$ cat src/rtl/cc_channel.sv
module cc_channel #(
  parameter int W  = 16,
  parameter int AW = 4
) (
  input  logic          clk,
  input  logic          rst_n,
  input  logic [AW-1:0] bus_addr,
  input  logic          bus_we,
  input  logic [W-1:0]  bus_wdata,
  output logic [W-1:0]  bus_rdata,
  input  logic          cap_in,
  output logic          cmp_out,
  output logic          irq
);
  localparam logic [AW-1:0] A_CTRL = AW'(0);
  localparam logic [AW-1:0] A_IEN  = AW'(1);
  localparam logic [AW-1:0] A_STAT = AW'(2);
  localparam logic [AW-1:0] A_EVT  = AW'(3);
  localparam logic [AW-1:0] A_MODE = AW'(4);
  localparam logic [AW-1:0] A_PIN  = AW'(5);
  localparam logic [AW-1:0] A_CNT  = AW'(6);
  localparam logic [AW-1:0] A_LIM  = AW'(7);
  localparam logic [AW-1:0] A_CCR  = AW'(8);
  localparam logic [AW-1:0] A_ACT  = AW'(9);

  logic         run_q, pe_q, en_q, pol_q, ref_q;
  logic         upd_f, cc_f, ovr_f;
  logic [1:0]   ie_q, msel_q;
  logic [2:0]   ocm_q, sync_q;
  logic [W-1:0] cnt_q, lim_q, pre_q, act_q;

  logic is_in, sw_upd, sw_cc, wrap, uev, match, cap, cc_evt;
  logic sig_now, sig_old;

  wire wr_stat = bus_we && bus_addr == A_STAT;
  wire wr_evt  = bus_we && bus_addr == A_EVT;
  wire wr_cnt  = bus_we && bus_addr == A_CNT;
  wire wr_ccr  = bus_we && bus_addr == A_CCR;

  assign is_in   = msel_q != 2'b00;
  assign sw_upd  = wr_evt && bus_wdata[0];
  assign sw_cc   = wr_evt && bus_wdata[1];
  assign wrap    = run_q && cnt_q == lim_q;
  assign uev     = wrap || sw_upd;
  assign match   = run_q && !is_in && cnt_q == act_q;
  assign sig_now = sync_q[1] ^ pol_q;
  assign sig_old = sync_q[2] ^ pol_q;
  assign cap     = is_in && ((en_q && sig_now && !sig_old) || sw_cc);
  assign cc_evt  = cap || (!is_in && (match || sw_cc));

  assign cmp_out = en_q && !is_in && (ref_q ^ pol_q);
  assign irq     = (upd_f && ie_q[0]) || (cc_f && ie_q[1]);

  always_ff @(posedge clk or negedge rst_n) begin
    if (!rst_n) begin
      run_q  <= 1'b0;
      ie_q   <= '0;
      msel_q <= '0;
      ocm_q  <= '0;
      pe_q   <= 1'b0;
      en_q   <= 1'b0;
      pol_q  <= 1'b0;
      lim_q  <= '1;
    end else if (bus_we) begin
      case (bus_addr)
        A_CTRL: run_q <= bus_wdata[0];
        A_IEN:  ie_q  <= bus_wdata[1:0];
        A_MODE: begin
          msel_q <= bus_wdata[1:0];
          ocm_q  <= bus_wdata[4:2];
          pe_q   <= bus_wdata[5];
        end
        A_PIN: begin
          en_q  <= bus_wdata[0];
          pol_q <= bus_wdata[1];
        end
        A_LIM:  lim_q <= bus_wdata;
        default: ;
      endcase
    end
  end

  always_ff @(posedge clk or negedge rst_n) begin
    if (!rst_n)       cnt_q <= '0;
    else if (wr_cnt)  cnt_q <= bus_wdata;
    else if (uev)     cnt_q <= '0;
    else if (run_q)   cnt_q <= cnt_q + 1'b1;
  end

  always_ff @(posedge clk or negedge rst_n) begin
    if (!rst_n) begin
      pre_q <= '0;
      act_q <= '0;
    end else begin
      if (wr_ccr && !is_in) pre_q <= bus_wdata;
      if (cap)                              act_q <= cnt_q;
      else if (!is_in && wr_ccr && !pe_q)   act_q <= bus_wdata;
      else if (!is_in && uev && pe_q)       act_q <= pre_q;
    end
  end

  always_ff @(posedge clk or negedge rst_n) begin
    if (!rst_n) begin
      upd_f <= 1'b0;
      cc_f  <= 1'b0;
      ovr_f <= 1'b0;
    end else begin
      upd_f <= uev    || (wr_stat ? (upd_f && bus_wdata[0]) : upd_f);
      cc_f  <= cc_evt || (wr_stat ? (cc_f  && bus_wdata[1]) : cc_f);
      ovr_f <= (cap && cc_f) || (wr_stat ? (ovr_f && bus_wdata[2]) : ovr_f);
    end
  end

  always_ff @(posedge clk or negedge rst_n) begin
    if (!rst_n) begin
      ref_q  <= 1'b0;
      sync_q <= '0;
    end else begin
      sync_q <= {sync_q[1:0], cap_in};
      if (match) begin
        case (ocm_q)
          3'd1:    ref_q <= 1'b1;
          3'd2:    ref_q <= 1'b0;
          3'd3:    ref_q <= !ref_q;
          default: ;
        endcase
      end
    end
  end

  always_comb begin
    bus_rdata = '0;
    case (bus_addr)
      A_CTRL: bus_rdata[0]   = run_q;
      A_IEN:  bus_rdata[1:0] = ie_q;
      A_STAT: bus_rdata[2:0] = {ovr_f, cc_f, upd_f};
      A_MODE: bus_rdata[5:0] = {pe_q, ocm_q, msel_q};
      A_PIN:  bus_rdata[1:0] = {pol_q, en_q};
      A_CNT:  bus_rdata      = cnt_q;
      A_LIM:  bus_rdata      = lim_q;
      A_CCR:  bus_rdata      = is_in ? act_q : pre_q;
      A_ACT:  bus_rdata      = act_q;
      default: bus_rdata     = '0;
    endcase
  end
endmodule

$ cat config.mk
export PLATFORM = sky130hd
export DESIGN_NAME = cc_channel
export DESIGN_NICKNAME = d
export VERILOG_FILES = /design/src/rtl/cc_channel.sv
export SDC_FILE = /design/constraint.sdc
export NUM_CORES = 1
export LEC_CHECK = 0
export ABC_AREA = 1
export BUFFER_PORTS_ARGS = -buffer_cell sky130_fd_sc_hd__buf_2
export CAP_MARGIN = 15
export CORE_MARGIN = 2
export CORE_UTILIZATION = 45
export DETAILED_ROUTE_END_ITERATION = 16
export PLACE_DENSITY = 0.61
export SETUP_SLACK_MARGIN = 0.05
export SLEW_MARGIN = 5
export SYNTH_ARGS = -nofsm -noshare
export SYNTH_HDL_FRONTEND = slang
export SYNTH_SLANG_ARGS = --single-unit
export TNS_END_PERCENT = 10
$ cat constraint.sdc
create_clock -name clk -period 2.1 [get_ports clk]
set_input_delay 0.42 -clock clk [delete_from_list [all_inputs] [get_ports clk]]
set_output_delay 0.42 -clock clk [all_outputs]
set_load 0.01 [all_outputs]
==> results.sh, run 1 <==
export IMPL_crit_path_cell_trace="nor2_4, nand2_2, nor2_4, buf_4, nand2_1, o2111ai_1, buf_2"
export IMPL_area_growth_pct=19.3
export IMPL_drtIter0Drc=584
export IMPL_path_buf_inv=2
export IMPL_cts_buffer_depth=2
export IMPL_setup_slack_ps=-52.8
export IMPL_boundaryPins=42
export IMPL_cts_tree="yes"
export IMPL_critPathCaptureType="output port"
export IMPL_cpMostUsedCell="nor2_4"
export IMPL_viasPerCell=5.57
export IMPL_fin_nets=873
export IMPL_critical_path_top_delay_family="simple AND/OR/NAND/NOR gates"
export IMPL_status="finished, violations left"
export IMPL_peakVddDrop_mv=0.549
export IMPL_maxCapViolCount=0
export IMPL_slowest_delay_ps=420
export IMPL_grt_pass1_wl_um=29300
export IMPL_crit_path_top_delay_cell="dfrtp_1"
export IMPL_ys_flop_type="dfrtp_1"
export IMPL_grt_setup_unrepaired="true"
export IMPL_slew_headroom_pct=63.4
export IMPL_clock_root_buffer="clkbuf_16"
export IMPL_dp_hpwl_um=14300
export IMPL_whs_ps=62.9
export IMPL_period_minus_slack_ps=2150
export IMPL_arrival_ps=1730
export IMPL_grt_overflow=0
export IMPL_syn_nets=805
export IMPL_htree_levels=3
export IMPL_setup_viol=4
export IMPL_grt_pass1_vias=5335
export IMPL_violations="setup timing"
export IMPL_multi_input_area_um2=2830
export IMPL_yosysWarnings=0
export IMPL_post_drt_wl_per_cell_um=18.7
export IMPL_wl_um=18700
export IMPL_die_w_um=114
export IMPL_synth_top_area_cell="dfrtp_1"
export IMPL_antenna_left=0
export IMPL_io_buffers=41
export IMPL_dr_pass1_iters=5
export IMPL_synth_cell_types=39
export IMPL_clk_pin_slew_ps=60
export IMPL_synth_most_common_cell="nand2_1"
export IMPL_cts_buffers=9
export IMPL_drive_above_1_share_pct=19.1
export IMPL_finalHoldViolCount=0
export IMPL_drc=0
export IMPL_antenna_found_initial=0
export IMPL_final_max_slew_viol_count=0
export IMPL_synth_seq_cells=82
export IMPL_via_count=5574
export IMPL_fin_cells=1000
export IMPL_fillers=1166
export IMPL_synth_edff_count=0
export IMPL_max_freq_mhz=465
export IMPL_synthTopCellsByArea="dfrtp_1, nand2_1, dfstp_2"
export IMPL_p_leak_uw=0.00324
export IMPL_synth_cells=780
export IMPL_cts_sinks=82
export IMPL_dp_cells=979
export IMPL_grt_max_degree=39
export IMPL_critPathMaxFanout=5
export IMPL_yosysTopAreaCellShare_pct=30.5
export IMPL_worstSetupPathType="reg2out"
export IMPL_clock_latency_ps=350
export IMPL_start_kind="flip-flop"
export IMPL_async_flop_share_pct=100
export IMPL_max_slew_worst_pin_slew_ps=549
export IMPL_synthTopCellsByCount="nand2_1, inv_1, dfrtp_1"
export IMPL_preCtsSetupSlack_ps=21.8
export IMPL_regArea_um2=2070
export IMPL_syn_area_per_cell_um2=6.94
export IMPL_insertedDiodeCount=0
export IMPL_std_cell_rows=40
export IMPL_die_y_um=114
export IMPL_syn_area_um2=5410
export IMPL_critical_path_required_ps=1680
export IMPL_hold_class="in2async"
export IMPL_finClkSkew_ps=7.63
export IMPL_coreArea_um2=11900
export IMPL_die_area_um2=12900
export IMPL_start_util_pct=45.6
export IMPL_track_usage_pct=29.9
export IMPL_tns_ps=-92.7
export IMPL_finalCritPeriodShare_pct=103
export IMPL_powerDensity_nw_per_um2=1200
export IMPL_synth_seq_area_share_pct=38.3
export IMPL_gp_congestion=0.940
[area by class of cell]
class | instances | area share (%)
Clock inverter | 7 | 2.31
Inverter | 87 | 5.17
Tap cell | 147 | 2.85
Timing Repair Buffer | 97 | 10.2
Sequential cell | 82 | 32.1
Multi-Input combinational cell | 571 | 43.8
Clock buffer | 9 | 3.49
[timing repair]
action	in CTS	in global routing
resized for setup	6	6
setup endpoints to repair	16	26
setup buffers	4	1
pin swaps	1	1
hold buffers	0	0
[cell usage in the layout (no fill, tap or decap), types with 3 or more instances in the layout]
cell type  synthesis  routed
xor2_1            12      12
clkbuf_16          0       9
o211ai_1          17      17
buf_4              7      53
nor2_2             3       3
nor2_1            60      60
dfstp_2           16      16
nand2_4            4       5
inv_2              5       5
bufinv_16          0       4
dfrtp_1           66      64
nor2_4             4       4
o22ai_1            4       4
a21oi_1           31      31
nand2_2            2       4
nand2_1          258     255
buf_2             17      40
o21ai_0           54      54
nand4_1           25      25
nand3_1           48      48
xnor2_1            9       9
o2111ai_1         15      13
inv_1             79      78
nor3_1            12      12
[logic make-up after synthesis]
family	Yosys count	share of synthesized area, %
AOI/OAI and AO/OA	126	13.8
DFF	82	38.3
buffers and inverters	127	10.0
xor gates and xnor gates	21	3.40
and+or+nand+nor	423	34.3
adders and majority gates	1	0.231
[worst reg2reg max path, delay by kind of cell, from the launching register on]
family	cells	cell delay, ps
flops	1	420
buf+inv	4	550
simple gates	6	870
[report_power, final]
part	internal (µW)	switching [µW]	leakage, µW	total, µW
clock	1300	706	0.000182	2000
sequential	2110	709	0.000970	2820
combinational	1170	1760	0.00209	2930
total	4580	3170	0.00324	7750
[worst paths after layout]
kind | slack [ps] | cells after the start | end | startpoint
setup / recovery | -50 | 7 | bus_rdata[2] | msel_q[0]
max in group asynchronous | 1430 | 2 | ocm_q[1] | rst_n
min in group clk | 180 | 1 | sync_q[0] | cap_in
hold reg to reg | 350 | 0 | sync_q[1] | sync_q[0]
setup reg to reg | 140 | 10 | act_q[12] | msel_q[0]
hold / removal | 60 | 1 | upd_f | rst_n
[per-stage QoR]
step / utilization (%) / power, µW / cell area [µm²]
after floorplan: - / 4580 / 5410
after global placement: 50.6 / 5590 / 6000
after detailed placement: 50.6 / 5630 / 6000
after CTS: 54.2 / 7690 / 6430
after global routing: 54.4 / 8250 / 6460
final: 54.4 / 7750 / 6460
[registers in the layout (all words and copies together), names as in the netlist, 2 cells and up]
signal	flops
ocm_q	3
sync_q	3
lim_q	16
ie_q	2
cnt_q	16
pre_q	16
msel_q	2
act_q	16
[metal layers]
| metal | share of wire [%] | GRT usage (%) | vias to the layer above |
|---|---|---|---|
| met2 | 42 | 43.6 | 182 |
| li1 | - | - | 2680 |
| met1 | 50 | 46.1 | 2682 |
| met4 | 1.7 | 9.19 | 0 |
| met5 | 0 | 0 | - |
| met3 | 5.6 | 3.99 | 30 |
Power figures use the tool's default switching activity.
==> run 2, diff against run 1 <==
--- a/config.mk
+++ b/config.mk
@@ -13,6 +13,7 @@
 export DETAILED_ROUTE_END_ITERATION = 16
 export PLACE_DENSITY = 0.61
 export SETUP_SLACK_MARGIN = 0.05
+export SKIP_LAST_GASP = 1
 export SLEW_MARGIN = 5
 export SYNTH_ARGS = -nofsm -noshare
 export SYNTH_HDL_FRONTEND = slang
==> results.sh, run 2 (synthesis gave the netlist of run 1 again) <==
export IMPL_mostFrequentLayoutCell="nand2_1"
export IMPL_die_area_um2=12900
export IMPL_drtIter0Drc=535
export IMPL_final_core_utilization_pct=54.3
export IMPL_via_count=5613
export IMPL_start_kind="flip-flop"
export IMPL_worstSetupPathType="reg2out"
export IMPL_grt_max_degree=39
export IMPL_std_cell_rows=40
export IMPL_start_util_pct=45.6
export IMPL_critical_path_required_ps=1680
export IMPL_fin_cells=999
export IMPL_whs_ps=64.1
export IMPL_peakVddDrop_mv=0.545
export IMPL_htree_levels=3
export IMPL_powerDensity_nw_per_um2=1200
export IMPL_final_max_slew_viol_count=0
export IMPL_maxCapViolCount=0
export IMPL_wl_met1_um=8990
export IMPL_dp_cells=979
export IMPL_max_freq_mhz=466
export IMPL_area_growth_pct=19.0
export IMPL_boundaryPins=42
export IMPL_clock_root_buffer="clkbuf_16"
export IMPL_finalHoldViolCount=0
export IMPL_hold_buffers=0
export IMPL_finalCritPeriodShare_pct=102
export IMPL_clk_pin_slew_ps=60
export IMPL_clock_latency_ps=350
export IMPL_track_usage_pct=29.9
export IMPL_setup_viol=6
export IMPL_max_slew_worst_pin_slew_ps=557
export IMPL_critPathMaxFanout=5
export IMPL_grt_pass1_vias=5335
export IMPL_gp_congestion=0.940
export IMPL_grt_pass1_wl_um=29300
export IMPL_post_drt_wl_per_cell_um=18.7
export IMPL_drc=0
export IMPL_io_buffers=41
export IMPL_die_y_um=114
export IMPL_dp_hpwl_um=14300
export IMPL_grt_overflow=0
export IMPL_wl_um=18600
export IMPL_finClkSkew_ps=9.12
export IMPL_violations="setup timing"
export IMPL_critPathCaptureType="output port"
export IMPL_status="finished, violations left"
export IMPL_coreArea_um2=11900
export IMPL_p_total_uw=7730
export IMPL_insertedDiodeCount=0
export IMPL_fin_nets=872
export IMPL_layout_common_cells="nand2_1, inv_1, dfrtp_1"
export IMPL_dr_pass1_iters=5
export IMPL_reg2reg_from="msel_q[0]"
export IMPL_p_leak_uw=0.00323
export IMPL_setup_slack_ps=-45.9
export IMPL_grt_setup_unrepaired="true"
export IMPL_wl_met2_um=7950
export IMPL_period_minus_slack_ps=2150
export IMPL_antenna_left=0
export IMPL_hold_class="in2async"
export IMPL_cts_buffer_depth=2
export IMPL_reg2reg_setup_slack_ps=140
export IMPL_drive_above_1_share_pct=18.8
export IMPL_viasPerCell=5.62
export IMPL_met3WireLength_um=1380
export IMPL_cts_sinks=82
export IMPL_timing_rr_end="act_q[3]"
export IMPL_die_w_um=114
export IMPL_ff2ff_path_depth=10
export IMPL_cts_tree="yes"
export IMPL_fillers=1166
export IMPL_arrival_ps=1730
export IMPL_cts_buffers=9
export IMPL_antenna_found_initial=0
export IMPL_slew_headroom_pct=62.8
export IMPL_highest_layer="met4"
## run 2: cell types whose count changed in the layout (fill, tap and decap cells not counted)
cell and change:
buf_6 -1, dfrtp_1 +1, dfrtp_2 -1, nand2_1 +1, nand2_2 -1
## run 2: timing repair
item / in CTS / in global routing
endpoints found under the setup margin: 16 / 26
pin swaps: 1 / 0
resized for setup: 5 / 4
setup buffers: 4 / 0
## run 2: how the worst max path moves through the flow
stage	from	to	slack (ps)	depth (start not counted)
global placement	bus_addr[2]	bus_rdata[8]	-20	10
CTS	msel_q[0]	bus_rdata[5]	-20	7
finish	msel_q[0]	bus_rdata[2]	-50	7
floorplan	bus_addr[2]	bus_rdata[10]	200	7
global route	msel_q[0]	bus_rdata[8]	-80	7
detailed placement	bus_addr[2]	bus_rdata[8]	20	10
## run 2: metrics by stage
stage,setup slack (ps),setup TNS [ps],cell area [µm²]
after floorplan,202,0,5410
after global placement,-22.2,-22.2,6000
after detailed placement,21.8,0,6000
after CTS,-24.4,-73.6,6420
after global routing,-80.6,-705,6440
final,-45.9,-101,6440
## run 2: layout make-up
class / count / area, µm² / area share (%)
Multi-Input combinational cell: 571 / 2830 / 43.9
Sequential cell: 82 / 2070 / 32.2
Timing Repair Buffer: 96 / 649 / 10.1
Inverter: 87 / 334 / 5.19
Clock buffer: 9 / 225 / 3.50
Tap cell: 147 / 184 / 2.85
Clock inverter: 7 / 149 / 2.31
## run 2: critical path: stages, from the launching register on
cell       delay [ps]
dfrtp_1           410
nor2_4            140
nand2_2           110
nor2_4            150
buf_4             160
nand2_1            70
o2111ai_1         140
buf_2             180
## run 2: routing by layer
metal / up-vias / global-route usage (%)
met3: 32 / 3.99
met1: 2668 / 46.1
met2: 227 / 43.6
li1: 2686 / -
met4: 0 / 9.19
met5: - / 0
## run 2: where the power goes
part           switching, µW  internal (µW)  total, µW
sequential               702           2110       2810
clock                    707           1300       2000
combinational           1750           1170       2920
==> run 3, diff against run 2 <==
--- a/config.mk
+++ b/config.mk
@@ -8,6 +8,7 @@
 export ABC_AREA = 1
 export BUFFER_PORTS_ARGS = -buffer_cell sky130_fd_sc_hd__buf_2
 export CAP_MARGIN = 15
+export CORE_ASPECT_RATIO = 0.6
 export CORE_MARGIN = 2
 export CORE_UTILIZATION = 45
 export DETAILED_ROUTE_END_ITERATION = 16
==> constraint.sdc (replaced) <==
create_clock -name clk -period 2 [get_ports clk]
set_input_delay 0.4 -clock clk [delete_from_list [all_inputs] [get_ports clk]]
set_output_delay 0.4 -clock clk [all_outputs]
set_load 0.01 [all_outputs]
==> results.sh, run 3 (synthesis gave the netlist of run 1 again) <==
export IMPL_status="finished, violations left"
export IMPL_violations="setup timing"
export IMPL_die_w_um=146
export IMPL_max_slew_worst_pin_slew_ps=444
export IMPL_drtIter0Drc=550
export IMPL_cts_tree="yes"
export IMPL_period_minus_slack_ps=2050
export IMPL_track_usage_pct=32.1
export IMPL_via_count=5757
export IMPL_max_freq_mhz=489
export IMPL_viasPerCell=5.56
export IMPL_peakVddDrop_mv=0.492
export IMPL_coreArea_um2=11500
export IMPL_drc=0
export IMPL_start_util_pct=47.0
export IMPL_clock_root_buffer="clkbuf_16"
export IMPL_grt_max_degree=45
export IMPL_finalCritPeriodShare_pct=102
export IMPL_drive_above_1_share_pct=20.2
export IMPL_p_total_uw=7730
export IMPL_critPathMaxFanout=5
export IMPL_die_y_um=89.0
export IMPL_insertedDiodeCount=0
export IMPL_p_leak_uw=0.00330
export IMPL_dp_hpwl_um=16000
export IMPL_grt_overflow=0
export IMPL_critPathCaptureType="output port"
export IMPL_boundaryPins=42
export IMPL_grt_pass1_wl_um=30600
export IMPL_gp_congestion=1.03
export IMPL_hold_class="in2reg"
export IMPL_finClkSkew_ps=7.45
export IMPL_area_growth_pct=21.7
export IMPL_setup_viol=12
export IMPL_worstSetupPathType="reg2out"
export IMPL_grt_setup_unrepaired="true"
export IMPL_critical_path_required_ps=1600
export IMPL_io_buffers=41
export IMPL_setup_slack_ps=-45.4
export IMPL_wl_um=20100
export IMPL_powerDensity_nw_per_um2=1170
export IMPL_antenna_left=0
export IMPL_post_drt_wl_per_cell_um=19.4
export IMPL_slew_headroom_pct=70.4
export IMPL_antenna_found_initial=0
export IMPL_tns_ps=-315
export IMPL_cts_sinks=82
export IMPL_die_area_um2=13000
export IMPL_grt_pass1_vias=5182
export IMPL_std_cell_rows=30
export IMPL_clock_latency_ps=350
export IMPL_arrival_ps=1650
export IMPL_cts_buffer_depth=2
export IMPL_maxCapViolCount=0
export IMPL_preCtsSetupSlack_ps=25.3
export IMPL_start_kind="flip-flop"
export IMPL_final_max_slew_viol_count=0
export IMPL_mostFrequentLayoutCell="nand2_1"
export IMPL_dr_pass1_iters=7
export IMPL_clk_pin_slew_ps=60
export IMPL_layout_common_cells="nand2_1, inv_1, buf_4"
export IMPL_htree_levels=3
export IMPL_fillers=1105
export IMPL_final_core_utilization_pct=57.2
export IMPL_cts_buffers=9
export IMPL_fin_nets=895
export IMPL_finalHoldViolCount=0
-- run 3: changes by cell type in the layout (fill, tap and decap cells not counted), moves of 2 or more --
cell | previous run | this run
buf_12 | 2 | 9
clkinv_2 | 1 | 3
bufinv_16 | 4 | 0
o2111ai_1 | 13 | 15
buf_4 | 53 | 69
o2111ai_2 | 2 | 0
clkinvlp_4 | 1 | 4
clkbuf_1 | 0 | 2
-- run 3: path summary, 6_finish.rpt --
path                                end  slack, ps  cells after the start  startpoint
min                           sync_q[0]        170                      1      cap_in
max reg2reg                   act_q[12]         60                     10   cnt_q[11]
max in group asynchronous      lim_q[5]        880                      3       rst_n
max                        bus_rdata[0]        -50                      6   msel_q[0]
min in group asynchronous         pol_q        470                      2       rst_n
min reg2reg                   sync_q[1]        360                      0   sync_q[0]
-- run 3: metal layers --
layer | vias to the layer above | global-route usage (%) | share of wire [%] | wire, µm
li1 | 2720 | - | - | -
met1 | 2724 | 50.5 | 49 | 9830
met2 | 300 | 41.5 | 37 | 7350
met3 | 13 | 11.2 | 14 | 2770
met4 | 0 | 5.97 | 0.64 | 128
met5 | - | 0 | 0 | 0
-- run 3: where the power goes --
group / switching (µW) / total, µW / internal (µW)
logic: 1980 / 3300 / 1320
clock network: 697 / 1530 / 838
registers: 684 / 2900 / 2210
-- run 3: cell type report --
type / instances / area, µm² / area share, %
multi-input combinational: 571 / 2810 / 42.6
sequential: 82 / 2070 / 31.5
timing repair buffer: 119 / 908 / 13.8
inverter: 87 / 334 / 5.07
clock buffer: 11 / 233 / 3.53
tap: 160 / 200 / 3.04
clock inverter: 5 / 32.5 / 0.494
-- run 3: repair_timing --
item	in CTS	in global routing
endpoints found under the hold margin	15	0
setup endpoints to repair	16	34
gates resized for setup	3	1
pin swaps	2	0
hold buffers	1	0
buffers inserted	4	0
-- run 3: worst max-delay path, cell delays in order, from the launching register on --
cell and delay (ps):
dfrtp_1 400, nor2_4 150, buf_4 170, clkinvlp_4 110, o2111ai_1 200, nand4_1 110, buf_2 160
-- run 3: metrics by stage --
| stage | instances | area (µm²) | hold slack (ps) |
|---|---|---|---|
| 2_1_floorplan | 780 | 5410 | 104 |
| 3_3_place_gp | 1014 | 6270 | 296 |
| 3_5_place_dp | 1014 | 6270 | 299 |
| 4_1_cts | 1035 | 6580 | 165 |
| 5_1_grt | 1035 | 6590 | 166 |
| 6_report | 1035 | 6590 | 172 |
